[src/rtl/act_guard_pkg.sv]
package act_guard_pkg;

   typedef enum logic [2:0] {
      CMD_NOP = 3'd0,
      CMD_ACT = 3'd1,
      CMD_PRE = 3'd2,
      CMD_RD  = 3'd3,
      CMD_WR  = 3'd4
   } cmd_e;

   typedef enum logic [2:0] {
      ERR_NONE   = 3'd0,
      ERR_NO_ROW = 3'd1,
      ERR_TRCD   = 3'd2,
      ERR_TRRD   = 3'd3,
      ERR_TRAS   = 3'd4,
      ERR_TRP    = 3'd5,
      ERR_TRC    = 3'd6,
      ERR_OPEN   = 3'd7
   } err_e;

   function automatic int max_of(input int a, input int b);
      return (a > b) ? a : b;
   endfunction

endpackage

[src/rtl/ag_cmd_decode.sv]
module ag_cmd_decode
   import act_guard_pkg::*;
(
   input  logic cs_n,
   input  logic ras_n,
   input  logic cas_n,
   input  logic we_n,
   output cmd_e cmd
);
   always_comb begin
      cmd = CMD_NOP;
      if (!cs_n) begin
         unique case ({ras_n, cas_n, we_n})
            3'b011:  cmd = CMD_ACT;
            3'b010:  cmd = CMD_PRE;
            3'b101:  cmd = CMD_RD;
            3'b100:  cmd = CMD_WR;
            default: cmd = CMD_NOP;
         endcase
      end
   end
endmodule

[src/rtl/ag_sat_counter.sv]
module ag_sat_counter #(
   parameter int W    = 3,
   parameter int MAXV = 7
) (
   input  logic         clk,
   input  logic         rst,
   input  logic         restart,
   output logic [W-1:0] q
);
   localparam logic [W-1:0] TOP = W'(MAXV);
   localparam logic [W-1:0] ONE = W'(1);

   initial begin
      if (MAXV >= (1 << W)) $error("ag_sat_counter: MAXV does not fit in W bits");
   end

   always_ff @(posedge clk) begin
      if (rst)               q <= TOP;
      else if (restart)      q <= ONE;
      else if (q != TOP)     q <= q + ONE;
   end

   AST_CNT_CAP: assert property (@(posedge clk) disable iff (rst) q <= TOP && q != '0);
endmodule

[src/rtl/ag_bank_timer.sv]
module ag_bank_timer
   import act_guard_pkg::*;
#(
   parameter int CNT_W = 3,
   parameter int CMAX  = 7,
   parameter int T_RCD = 2,
   parameter int T_RAS = 5,
   parameter int T_RP  = 2,
   parameter int T_RC  = 7
) (
   input  logic clk,
   input  logic rst,
   input  logic act_i,
   input  logic pre_i,
   input  logic rw_i,
   output logic open_o,
   output err_e err_o,
   output logic ok_act_o,
   output logic ok_rw_o,
   output logic ok_pre_o
);
   localparam logic [CNT_W-1:0] LIM_RCD = CNT_W'(T_RCD);
   localparam logic [CNT_W-1:0] LIM_RAS = CNT_W'(T_RAS);
   localparam logic [CNT_W-1:0] LIM_RP  = CNT_W'(T_RP);
   localparam logic [CNT_W-1:0] LIM_RC  = CNT_W'(T_RC);

   logic             open_q;
   logic [CNT_W-1:0] since_act;
   logic [CNT_W-1:0] since_pre;
   logic             pre_hit;

   assign pre_hit = pre_i && open_q;

   ag_sat_counter #(.W(CNT_W), .MAXV(CMAX)) i_act_cnt (
      .clk(clk), .rst(rst), .restart(act_i), .q(since_act)
   );

   ag_sat_counter #(.W(CNT_W), .MAXV(CMAX)) i_pre_cnt (
      .clk(clk), .rst(rst), .restart(pre_hit), .q(since_pre)
   );

   always_ff @(posedge clk) begin
      if (rst)          open_q <= 1'b0;
      else if (act_i)   open_q <= 1'b1;
      else if (pre_hit) open_q <= 1'b0;
   end

   // Bank-local rule checks; the cross-bank spacing rule is added at the top.
   always_comb begin
      ok_act_o = !open_q && (since_act >= LIM_RC) && (since_pre >= LIM_RP);
      ok_rw_o  = open_q && (since_act >= LIM_RCD);
      ok_pre_o = !open_q || (since_act >= LIM_RAS);
   end

   always_comb begin
      err_o = ERR_NONE;
      if (act_i) begin
         if (open_q)                   err_o = ERR_OPEN;
         else if (since_act < LIM_RC)  err_o = ERR_TRC;
         else if (since_pre < LIM_RP)  err_o = ERR_TRP;
      end else if (rw_i) begin
         if (!open_q)                  err_o = ERR_NO_ROW;
         else if (since_act < LIM_RCD) err_o = ERR_TRCD;
      end else if (pre_hit) begin
         if (since_act < LIM_RAS)      err_o = ERR_TRAS;
      end
   end

   assign open_o = open_q;

   AST_ACT_OPENS: assert property (@(posedge clk) disable iff (rst) act_i |=> open_q && since_act == CNT_W'(1));
   AST_PRE_CLOSES: assert property (@(posedge clk) disable iff (rst) (pre_i && open_q && !act_i) |=> !open_q);
   AST_IDLE_PRE_KEEPS: assert property (@(posedge clk) disable iff (rst) (pre_i && !open_q && !act_i) |=> !open_q && since_pre != CNT_W'(1));
   AST_RW_NO_CHANGE: assert property (@(posedge clk) disable iff (rst) (rw_i && !act_i && !pre_i) |=> $stable(open_q));
endmodule

[src/rtl/ag_rrd_timer.sv]
module ag_rrd_timer #(
   parameter int NB    = 4,
   parameter int BA_W  = 2,
   parameter int CNT_W = 3,
   parameter int CMAX  = 7,
   parameter int T_RRD = 2
) (
   input  logic            clk,
   input  logic            rst,
   input  logic            act_i,
   input  logic [BA_W-1:0] act_bank_i,
   output logic [NB-1:0]   ok_o
);
   generate
      if (T_RRD <= 1) begin : g_no_rrd
         // Back-to-back Activates are always legal across banks.
         assign ok_o = '1;
      end else begin : g_rrd
         localparam logic [CNT_W-1:0] LIM_RRD = CNT_W'(T_RRD);
         logic [CNT_W-1:0] since_any;
         logic [BA_W-1:0]  last_bank;

         ag_sat_counter #(.W(CNT_W), .MAXV(CMAX)) i_any_cnt (
            .clk(clk), .rst(rst), .restart(act_i), .q(since_any)
         );

         always_ff @(posedge clk) begin
            if (rst)        last_bank <= '0;
            else if (act_i) last_bank <= act_bank_i;
         end

         for (genvar b = 0; b < NB; b++) begin : g_ok
            assign ok_o[b] = (last_bank == BA_W'(b)) || (since_any >= LIM_RRD);
         end

         AST_RRD_LAST: assert property (@(posedge clk) disable iff (rst) act_i |=> last_bank == $past(act_bank_i));
      end
   endgenerate
endmodule

[src/rtl/sdram_act_guard.sv]
module sdram_act_guard
   import act_guard_pkg::*;
#(
   parameter int NUM_BANKS = 4,
   parameter int T_RCD     = 2,
   parameter int T_RRD     = 2,
   parameter int T_RAS     = 5,
   parameter int T_RP      = 2,
   parameter int T_RC      = 7
) (
   input  logic                         clk,
   input  logic                         rst,
   input  logic                         cs_n,
   input  logic                         ras_n,
   input  logic                         cas_n,
   input  logic                         we_n,
   input  logic [$clog2(NUM_BANKS)-1:0] bank,
   output logic                         viol,
   output logic [2:0]                   viol_code,
   output logic [NUM_BANKS-1:0]         rdy_act,
   output logic [NUM_BANKS-1:0]         rdy_rw,
   output logic [NUM_BANKS-1:0]         rdy_pre
);
   localparam int BA_W  = $clog2(NUM_BANKS);
   localparam int CMAX  = max_of(max_of(max_of(T_RCD, T_RRD), max_of(T_RAS, T_RP)), max_of(T_RC, 1));
   localparam int CNT_W = $clog2(CMAX + 1);

   generate
      if (NUM_BANKS < 2 || (1 << BA_W) != NUM_BANKS) begin : g_bad_banks
         $error("sdram_act_guard: NUM_BANKS must be a power of two of at least 2");
      end
      if (T_RCD < 1 || T_RRD < 1 || T_RAS < 1 || T_RP < 1 || T_RC < 1) begin : g_bad_time
         $error("sdram_act_guard: every interval must be at least one cycle");
      end
   endgenerate

   cmd_e                 cmd;
   logic [NUM_BANKS-1:0] sel;
   logic [NUM_BANKS-1:0] bank_open;
   logic [NUM_BANKS-1:0] ok_act_local;
   logic [NUM_BANKS-1:0] ok_rrd;
   err_e                 bank_err [NUM_BANKS];
   err_e                 err_now;
   logic                 is_act;
   logic                 viol_q;
   err_e                 code_q;

   ag_cmd_decode i_decode (
      .cs_n(cs_n), .ras_n(ras_n), .cas_n(cas_n), .we_n(we_n), .cmd(cmd)
   );

   assign is_act = (cmd == CMD_ACT);

   always_comb begin
      sel       = '0;
      sel[bank] = 1'b1;
   end

   for (genvar b = 0; b < NUM_BANKS; b++) begin : g_bank
      ag_bank_timer #(
         .CNT_W(CNT_W), .CMAX(CMAX),
         .T_RCD(T_RCD), .T_RAS(T_RAS), .T_RP(T_RP), .T_RC(T_RC)
      ) i_timer (
         .clk      (clk),
         .rst      (rst),
         .act_i    (sel[b] && is_act),
         .pre_i    (sel[b] && cmd == CMD_PRE),
         .rw_i     (sel[b] && (cmd == CMD_RD || cmd == CMD_WR)),
         .open_o   (bank_open[b]),
         .err_o    (bank_err[b]),
         .ok_act_o (ok_act_local[b]),
         .ok_rw_o  (rdy_rw[b]),
         .ok_pre_o (rdy_pre[b])
      );
   end

   ag_rrd_timer #(
      .NB(NUM_BANKS), .BA_W(BA_W), .CNT_W(CNT_W), .CMAX(CMAX), .T_RRD(T_RRD)
   ) i_rrd (
      .clk(clk), .rst(rst), .act_i(is_act), .act_bank_i(bank), .ok_o(ok_rrd)
   );

   assign rdy_act = ok_act_local & ok_rrd;

   // Cross-bank spacing is lowest priority among Activate causes.
   always_comb begin
      err_now = bank_err[bank];
      if (is_act && err_now == ERR_NONE && !ok_rrd[bank]) err_now = ERR_TRRD;
   end

   always_ff @(posedge clk) begin
      if (rst) begin
         viol_q <= 1'b0;
         code_q <= ERR_NONE;
      end else begin
         viol_q <= (err_now != ERR_NONE);
         code_q <= err_now;
      end
   end

   assign viol      = viol_q;
   assign viol_code = code_q;

   AST_RW_IDLE: assert property (@(posedge clk) disable iff (rst) ((cmd == CMD_RD || cmd == CMD_WR) && !bank_open[bank]) |=> viol && viol_code == 3'd1);
   AST_ACT_OPEN: assert property (@(posedge clk) disable iff (rst) (is_act && bank_open[bank]) |=> viol && viol_code == 3'd7);
   AST_NOP_QUIET: assert property (@(posedge clk) disable iff (rst) (cmd == CMD_NOP) |=> !viol && viol_code == 3'd0);
   AST_RDY_EXCL: assert property (@(posedge clk) disable iff (rst) (rdy_act & rdy_rw) == '0);
   AST_OPEN_HOLD: assert property (@(posedge clk) disable iff (rst) (cmd == CMD_NOP) |=> $stable(bank_open));
endmodule

[config.mk]
export PLATFORM = sky130hd
export DESIGN_NAME = sdram_act_guard
export DESIGN_NICKNAME = d
export VERILOG_FILES = /design/src/rtl/act_guard_pkg.sv /design/src/rtl/ag_cmd_decode.sv /design/src/rtl/ag_sat_counter.sv /design/src/rtl/ag_bank_timer.sv /design/src/rtl/ag_rrd_timer.sv /design/src/rtl/sdram_act_guard.sv
export SDC_FILE = /design/constraint.sdc
export NUM_CORES = 1
export LEC_CHECK = 0
export BUFFER_PORTS_ARGS = -buffer_cell sky130_fd_sc_hd__buf_2
export CAP_MARGIN = 20
export CORE_MARGIN = 2
export CORE_UTILIZATION = 59
export CTS_BUF_LIST = sky130_fd_sc_hd__clkbuf_4 sky130_fd_sc_hd__clkbuf_8 sky130_fd_sc_hd__clkbuf_16
export DETAILED_ROUTE_END_ITERATION = 6
export PLACE_DENSITY = 0.89
export SLEW_MARGIN = 5
export SYNTH_ARGS = -nofsm -noshare
export SYNTH_HDL_FRONTEND = slang
export SYNTH_SLANG_ARGS = --single-unit
[constraint.sdc]
create_clock -name clk -period 2 [get_ports clk]
set_input_delay 0.3 -clock clk [delete_from_list [all_inputs] [get_ports clk]]
set_output_delay 0.3 -clock clk [all_outputs]
set_load 0.01 [all_outputs]
== After elaboration in Yosys (flattened, before gate mapping) ==
Index checks and enable logic that the tools add are counted.
W data, S select, Z words.

* Register bits after elaboration: 37
* Bits in latches: 0
* Memory bits (writable): 0
* Bits in read-only memories: 0
* Input port bits: 8
* Output and inout port bits: 16
* Logic and storage cells: 234
* Memories: 0

* $add $sub $neg: 9
* Multiply operators: 0
* Divide/modulo/power cells: 0
* Order comparisons: 36
* Eq/ne operators: 20
* Shift-type cells: 0
* Muxes and demuxes: 72
* Bitwise operators: 2
* Reductions and logical operators: 70

{| class="wikitable"
|+ Operators with widths
! cell !! count
|-
| $mux W3 || 54
|-
| $logic_and A1 B1 Y1 || 31
|-
| $add A3 B1 Y3 const B || 9
|-
| $ge A3 B2 Y1 const B || 9
|-
| $ge A3 B3 Y1 const B || 9
|-
| $ne A3 B3 Y1 const B || 9
|-
| $reduce_bool A2 Y1 || 13
|-
| $lt A3 B2 Y1 const B || 8
|-
| $lt A3 B3 Y1 const B || 8
|-
| $reduce_or A2 Y1 || 9
|-
| $eq A3 B2 Y1 const B || 4
|-
| $pmux W3 S4 || 1
|-
| $mux W1 || 10
|-
| $eq A3 B3 Y1 const B || 3
|-
| $logic_or A1 B1 Y1 || 9
|-
| $mux W2 || 4
|-
| $bmux W3 S2 || 1
|-
| $logic_not A1 Y1 || 5
|-
| $and A4 B4 Y4 || 1
|-
| $eq A2 B2 Y1 const B || 2
|-
| $eq A3 B1 Y1 const B || 1
|-
| $logic_not A3 Y1 || 1
|-
| $lt A2 B3 Y1 const B || 1
|-
| $not A2 Y3 || 1
|-
| other kinds (6) || 6
|}

== Logic depth before layout (Yosys ltp) ==
* Word-level depth: 17
* Gate-level depth with buffers: 7
* Depth with buffers taken out: 6

== By module ==
Synthesis repeated with hierarchy kept, for this count alone.

* Cells, all modules: 255
* Area total of the unflattened synthesis: 2361.0 um2

{| class="wikitable"
|+ Modules (own cells, without submodules)
! module !! instances !! cells each !! area an instance (um2) !! sequential area each (um2)
|-
| ag_sat_counter || 9 || 11 || 135.1 || 60.1
|-
| ag_bank_timer || 4 || 23 || 150.1 || 20.0
|-
| sdram_act_guard || 1 || 44 || 399.1 || 80.1
|-
| ag_rrd_timer || 1 || 13 || 98.8 || 40.0
|-
| ag_cmd_decode || 1 || 7 || 46.3 || 0.0
|}

== Worst setup path after synthesis ==
Ideal clock, no wire load.

* Kind: reg2out
* From: register g_bank[3].i_timer.i_act_cnt.q[1]
* To: output port rdy_act[3]
* Arrival time: 1.555 ns
* Data required time: 1.700 ns
* Setup slack: 0.145 ns
* Cell stages (with the launch flop): 5
* Buffers on the path: 0
* Cell sequence: dfxtp_1 -> ha_1 -> ha_1 -> inv_1 -> a2111oi_0

* Word-level cells in the longest chain between the ends: 4

{| class="wikitable"
|+ Ends and longest elaborated chain
! item !! line !! source
|-
| start: declaration || ag_sat_counter.sv:8 || <nowiki>output logic [W-1:0] q</nowiki>
|-
| start signal: assignment || ag_sat_counter.sv:20 || <nowiki>else if (q != TOP) q <= q + ONE;</nowiki>
|-
| $ge A3 B3 Y1 || ag_bank_timer.sv:50 || <nowiki>ok_act_o = !open_q && (since_act >= LIM_RC) && (since_pre >= LIM_RP);</nowiki>
|-
| $logic_and A1 B1 Y1 (2 in series) || ag_bank_timer.sv:50 ||
|-
| $and A4 B4 Y4 || sdram_act_guard.sv:83 || <nowiki>assign rdy_act = ok_act_local & ok_rrd;</nowiki>
|-
| end: declaration || sdram_act_guard.sv:20 || <nowiki>output logic [NUM_BANKS-1:0] rdy_act,</nowiki>
|}

Every way passes these cells.

== Worst setup path after layout ==
* From: register i_rrd.g_rrd.i_any_cnt.q[0]
* To: output port rdy_act[3]

* Word-level cells in the longest chain between the ends: 3

{| class="wikitable"
|+ Ends and longest elaborated chain
! item !! line !! source
|-
| start: declaration || ag_sat_counter.sv:8 ||
|-
| start signal: assignment || ag_sat_counter.sv:20 ||
|-
| $ge A3 B2 Y1 || ag_rrd_timer.sv:33 || <nowiki>assign ok_o[b] = (last_bank == BA_W'(b)) || (since_any >= LIM_RRD);</nowiki>
|-
| $logic_or A1 B1 Y1 || ag_rrd_timer.sv:33 ||
|-
| $and A4 B4 Y4 || sdram_act_guard.sv:83 ||
|}

Every way passes these cells.

==> impl_results.md <==
- Post-synthesis cell count: between 200 and 300
- 1st-pass router iterations: 4
- I/O pin total: 24
- Antenna Violating Nets Remaining: 0
- Sequential-to-total area share from yosys stat: 0.297
- Worst relative slew slack: 0.598
- Latest clock arrival within the worst-skew pair: about 0.29 ns
- Design Area, Final: roughly 0.0027 mm2
- Post-DP HPWL: roughly 3.6 mm
- CTS Hold Bufs: 0
- Endpoints failing hold: 0
- Die Ht: around 69 um
- Final #Nets: between 300 and 400
- CTS HTree Levels: 2
- Period utilization: 0.958
- Netlist cell types: 51
- Total number of yosys warnings: 0
- Period minus WS final: about 1.9 ns
- Synth Area per Inst: 8.82 um2
- DRC Markers: 0
- Initial antenna violation count: 0
- CP required: between 1.5 and 2 ns
- Total global-route track usage: 0.223
- Max Fanout on Critical Path: 5
- Mapped Nets: 320
- Vias in the first global route: about 1,900
- Vias per cell: a little over 6
- Top FF cell, synth: dfxtp_1
- DP Cell Count: 339
- Cell Area, Synth: roughly 0.0025 mm2
- Max-Cap Viols: 0
- Async SR Flop Fraction: 0
- Number of core rows: 23
- Tightest Hold Check Type: input port to flip-flop
- WL final: roughly 5.1 mm
- Global route overflow: 0
- Placed Instance Area: 0.00256 mm2
- First-pass GRT wire length: between 8 and 9 mm
- Fin util: 0.666
- Worst-margin pin slew: 0.603 ns
- Largest cells by area after synthesis: dfxtp_1, ha_1, o21bai_1
- Avg WL per Cell: 14.7 um
- VDD IR max: about 0.67 mV
- Max Clk Rate: 522 MHz
- Multi-input gate area: between 0.0015 and 0.002 mm2
- Layout cells sized above 1: 0.189
- Root buf cell: clkbuf_8
- CTS tree: done
- CTS Buf Count: 5
- Outcome: finished, final reports clean
- CORE AREA: 0.00403 mm2
- Die Span X: approximately 69 um
- CP Data Arrival Time: between 1.5 and 2 ns
- Leak Pwr: between 1 and 1.5 nW
- Initial DRC Count: 116
- Pwr dens: about 1400 mW/mm2
- Die ar.: between 0.004 and 0.005 mm2
- Cells along the critical path: inv_1 > ha_1 > or3_4 > a21oi_1 > a2111oi_1 > buf_2
- Setup crit end kind: primary output
- Number of synthesized flops with an enable pin: 0
- Cell accounting for the most synthesized area: dfxtp_1
- Antenna fix cells: 0
- Max-slew violations: 0
- Synth top area share: 0.297
- Clock Sinks: 37
- Slowest library cell on the worst path: or3_4
- Critical path type: flip-flop to primary output
- Largest net degree at the start of global routing: 38
- Filler instances: 323
- Reg clk slew, reported paths: around 0.07 ns
- Setup crit start kind: flip-flop
- Clock buffer depth: 2
- Max Clock Skew: approximately 0.0054 ns
- Gp weighted congestion: roughly 0.85
- Area growth from synthesis to layout: 7.52%
- Endpoints failing setup: 0
- Number of synthesized register bits: 37
- DR vias: about 2,100
- FF+latch area: roughly 760 um2
- Post-Layout Cell Count: approximately 350
- Port bufs: 23
- Initial core utilization: 0.620
- Largest stage delay, worst path: between 0.3 and 0.4 ns
timing repair:
item                       CTS  global route
setup endpoints to repair    2             4
gates resized for setup      3            14
setup buffers                0             0
gates cloned                 0             0
where the power goes:
part | switching (W) | total [W] | internal [W]
clock | 0.000266 | 0.000521 | 0.000255
combinational | 0.000907 | 0.00188 | 0.000976
sequential | 0.000370 | 0.00138 | 0.00101
metrics by stage:
stage | total power, W | setup TNS [ns] | hold slack [ns] | worst slack, ns
floorplan | 0.00274 | 0 | 0.484 | 0.145
global placement | 0.00308 | 0 | 0.513 | 0.269
detailed placement | 0.00318 | 0 | 0.525 | 0.173
CTS | 0.00373 | 0 | 0.400 | 0.0189
global route | 0.00417 | -0.00719 | 0.428 | -0.00719
finish | 0.00379 | 0 | 0.421 | 0.0850
critical path, delay by kind of cell (launching register included):
family | cells | cell delay, ns
AND/OR/NAND/NOR | 1 | 0.37
flip-flops | 1 | 0.35
AO/OA/AOI/OAI | 2 | 0.23
buffers and inverters | 2 | 0.19
adder cells (fa/ha/maj) | 1 | 0.18
worst paths after layout:
kind / slack, ns / end / startpoint / depth (start not counted)
setup / recovery: 0.08 / rdy_act[3] / i_rrd.g_rrd.i_any_cnt.q[0]$_SDFFE_PP1P_ / 6
hold / removal: 0.42 / i_rrd.g_rrd.last_bank[1]$_SDFFE_PP0N_ / bank[1] / 3
setup reg to reg: 0.29 / viol$_SDFF_PP0_ / g_bank[2].i_timer.i_act_cnt.q[2]$_SDFFE_PP1P_ / 5
hold reg to reg: 0.55 / i_rrd.g_rrd.last_bank[1]$_SDFFE_PP0N_ / i_rrd.g_rrd.last_bank[1]$_SDFFE_PP0N_ / 2
final cells by class:
| class | count | area share |
|---|---|---|
| multi-input cells | 213 | 0.594 |
| flip-flops and latches | 37 | 0.281 |
| clock inverters | 2 | 0.00373 |
| clock buffers | 6 | 0.0284 |
| inverters | 13 | 0.0182 |
| well taps | 50 | 0.0233 |
| repair buffers | 26 | 0.0513 |
sequential cells by signal, indices dropped and copies added (netlist names):
| signal | cells |
|---|---|
| viol | 1 |
| g_bank.i_timer.i_pre_cnt.q | 12 |
| g_bank.i_timer.i_act_cnt.q | 12 |
| i_rrd.g_rrd.last_bank | 2 |
| i_rrd.g_rrd.i_any_cnt.q | 3 |
| g_bank.i_timer.open_o | 4 |
| viol_code | 3 |
layout by cell type (no fill, tap or decap), types with 5 or more instances in the layout:
cell type  count
inv_1         13
o21ai_0       10
dfxtp_2        9
dfxtp_1       27
nor3_1         8
ha_1          27
buf_2         23
nand3_1        5
nand2_1       14
o21bai_1      16
clkbuf_8       5
mux2i_1        9
or3_1          9
a21oi_1       12
nor2_1        29
xnor2_1       11
cells by family after synthesis:
kind of cell	Yosys count	synth area share
AO/OA/AOI/OAI	68	0.185
XOR/XNOR	11	0.0386
adder cells (fa/ha/maj)	29	0.145
buffers and inverters	33	0.0752
flip-flops	37	0.297
multiplexers	12	0.0541
AND/OR/NAND/NOR	93	0.205
Yosys cell counts, types with 4 or more instances:
library cell  count
xnor2_1          11
nand3_1           5
o31ai_1           4
nor2_1           29
ha_1             29
inv_1            13
mux2i_1           9
o31a_1            4
o21ai_0          10
dfxtp_1          37
a21o_1            4
nand2_1          14
and3_1            4
a211oi_1          4
o21bai_1         16
buf_4             8
clkbuf_1          6
or3_1            10
a21oi_1          13
nor3_1            8
routing by layer:
metal	wire, um	share of wire	track usage
met5	0	0	0
met4	121	0.024	0.0915
met3	260	0.051	0.0643
met2	2530	0.50	0.378
met1	2190	0.43	0.261
(Power assumes the default switching activity.)
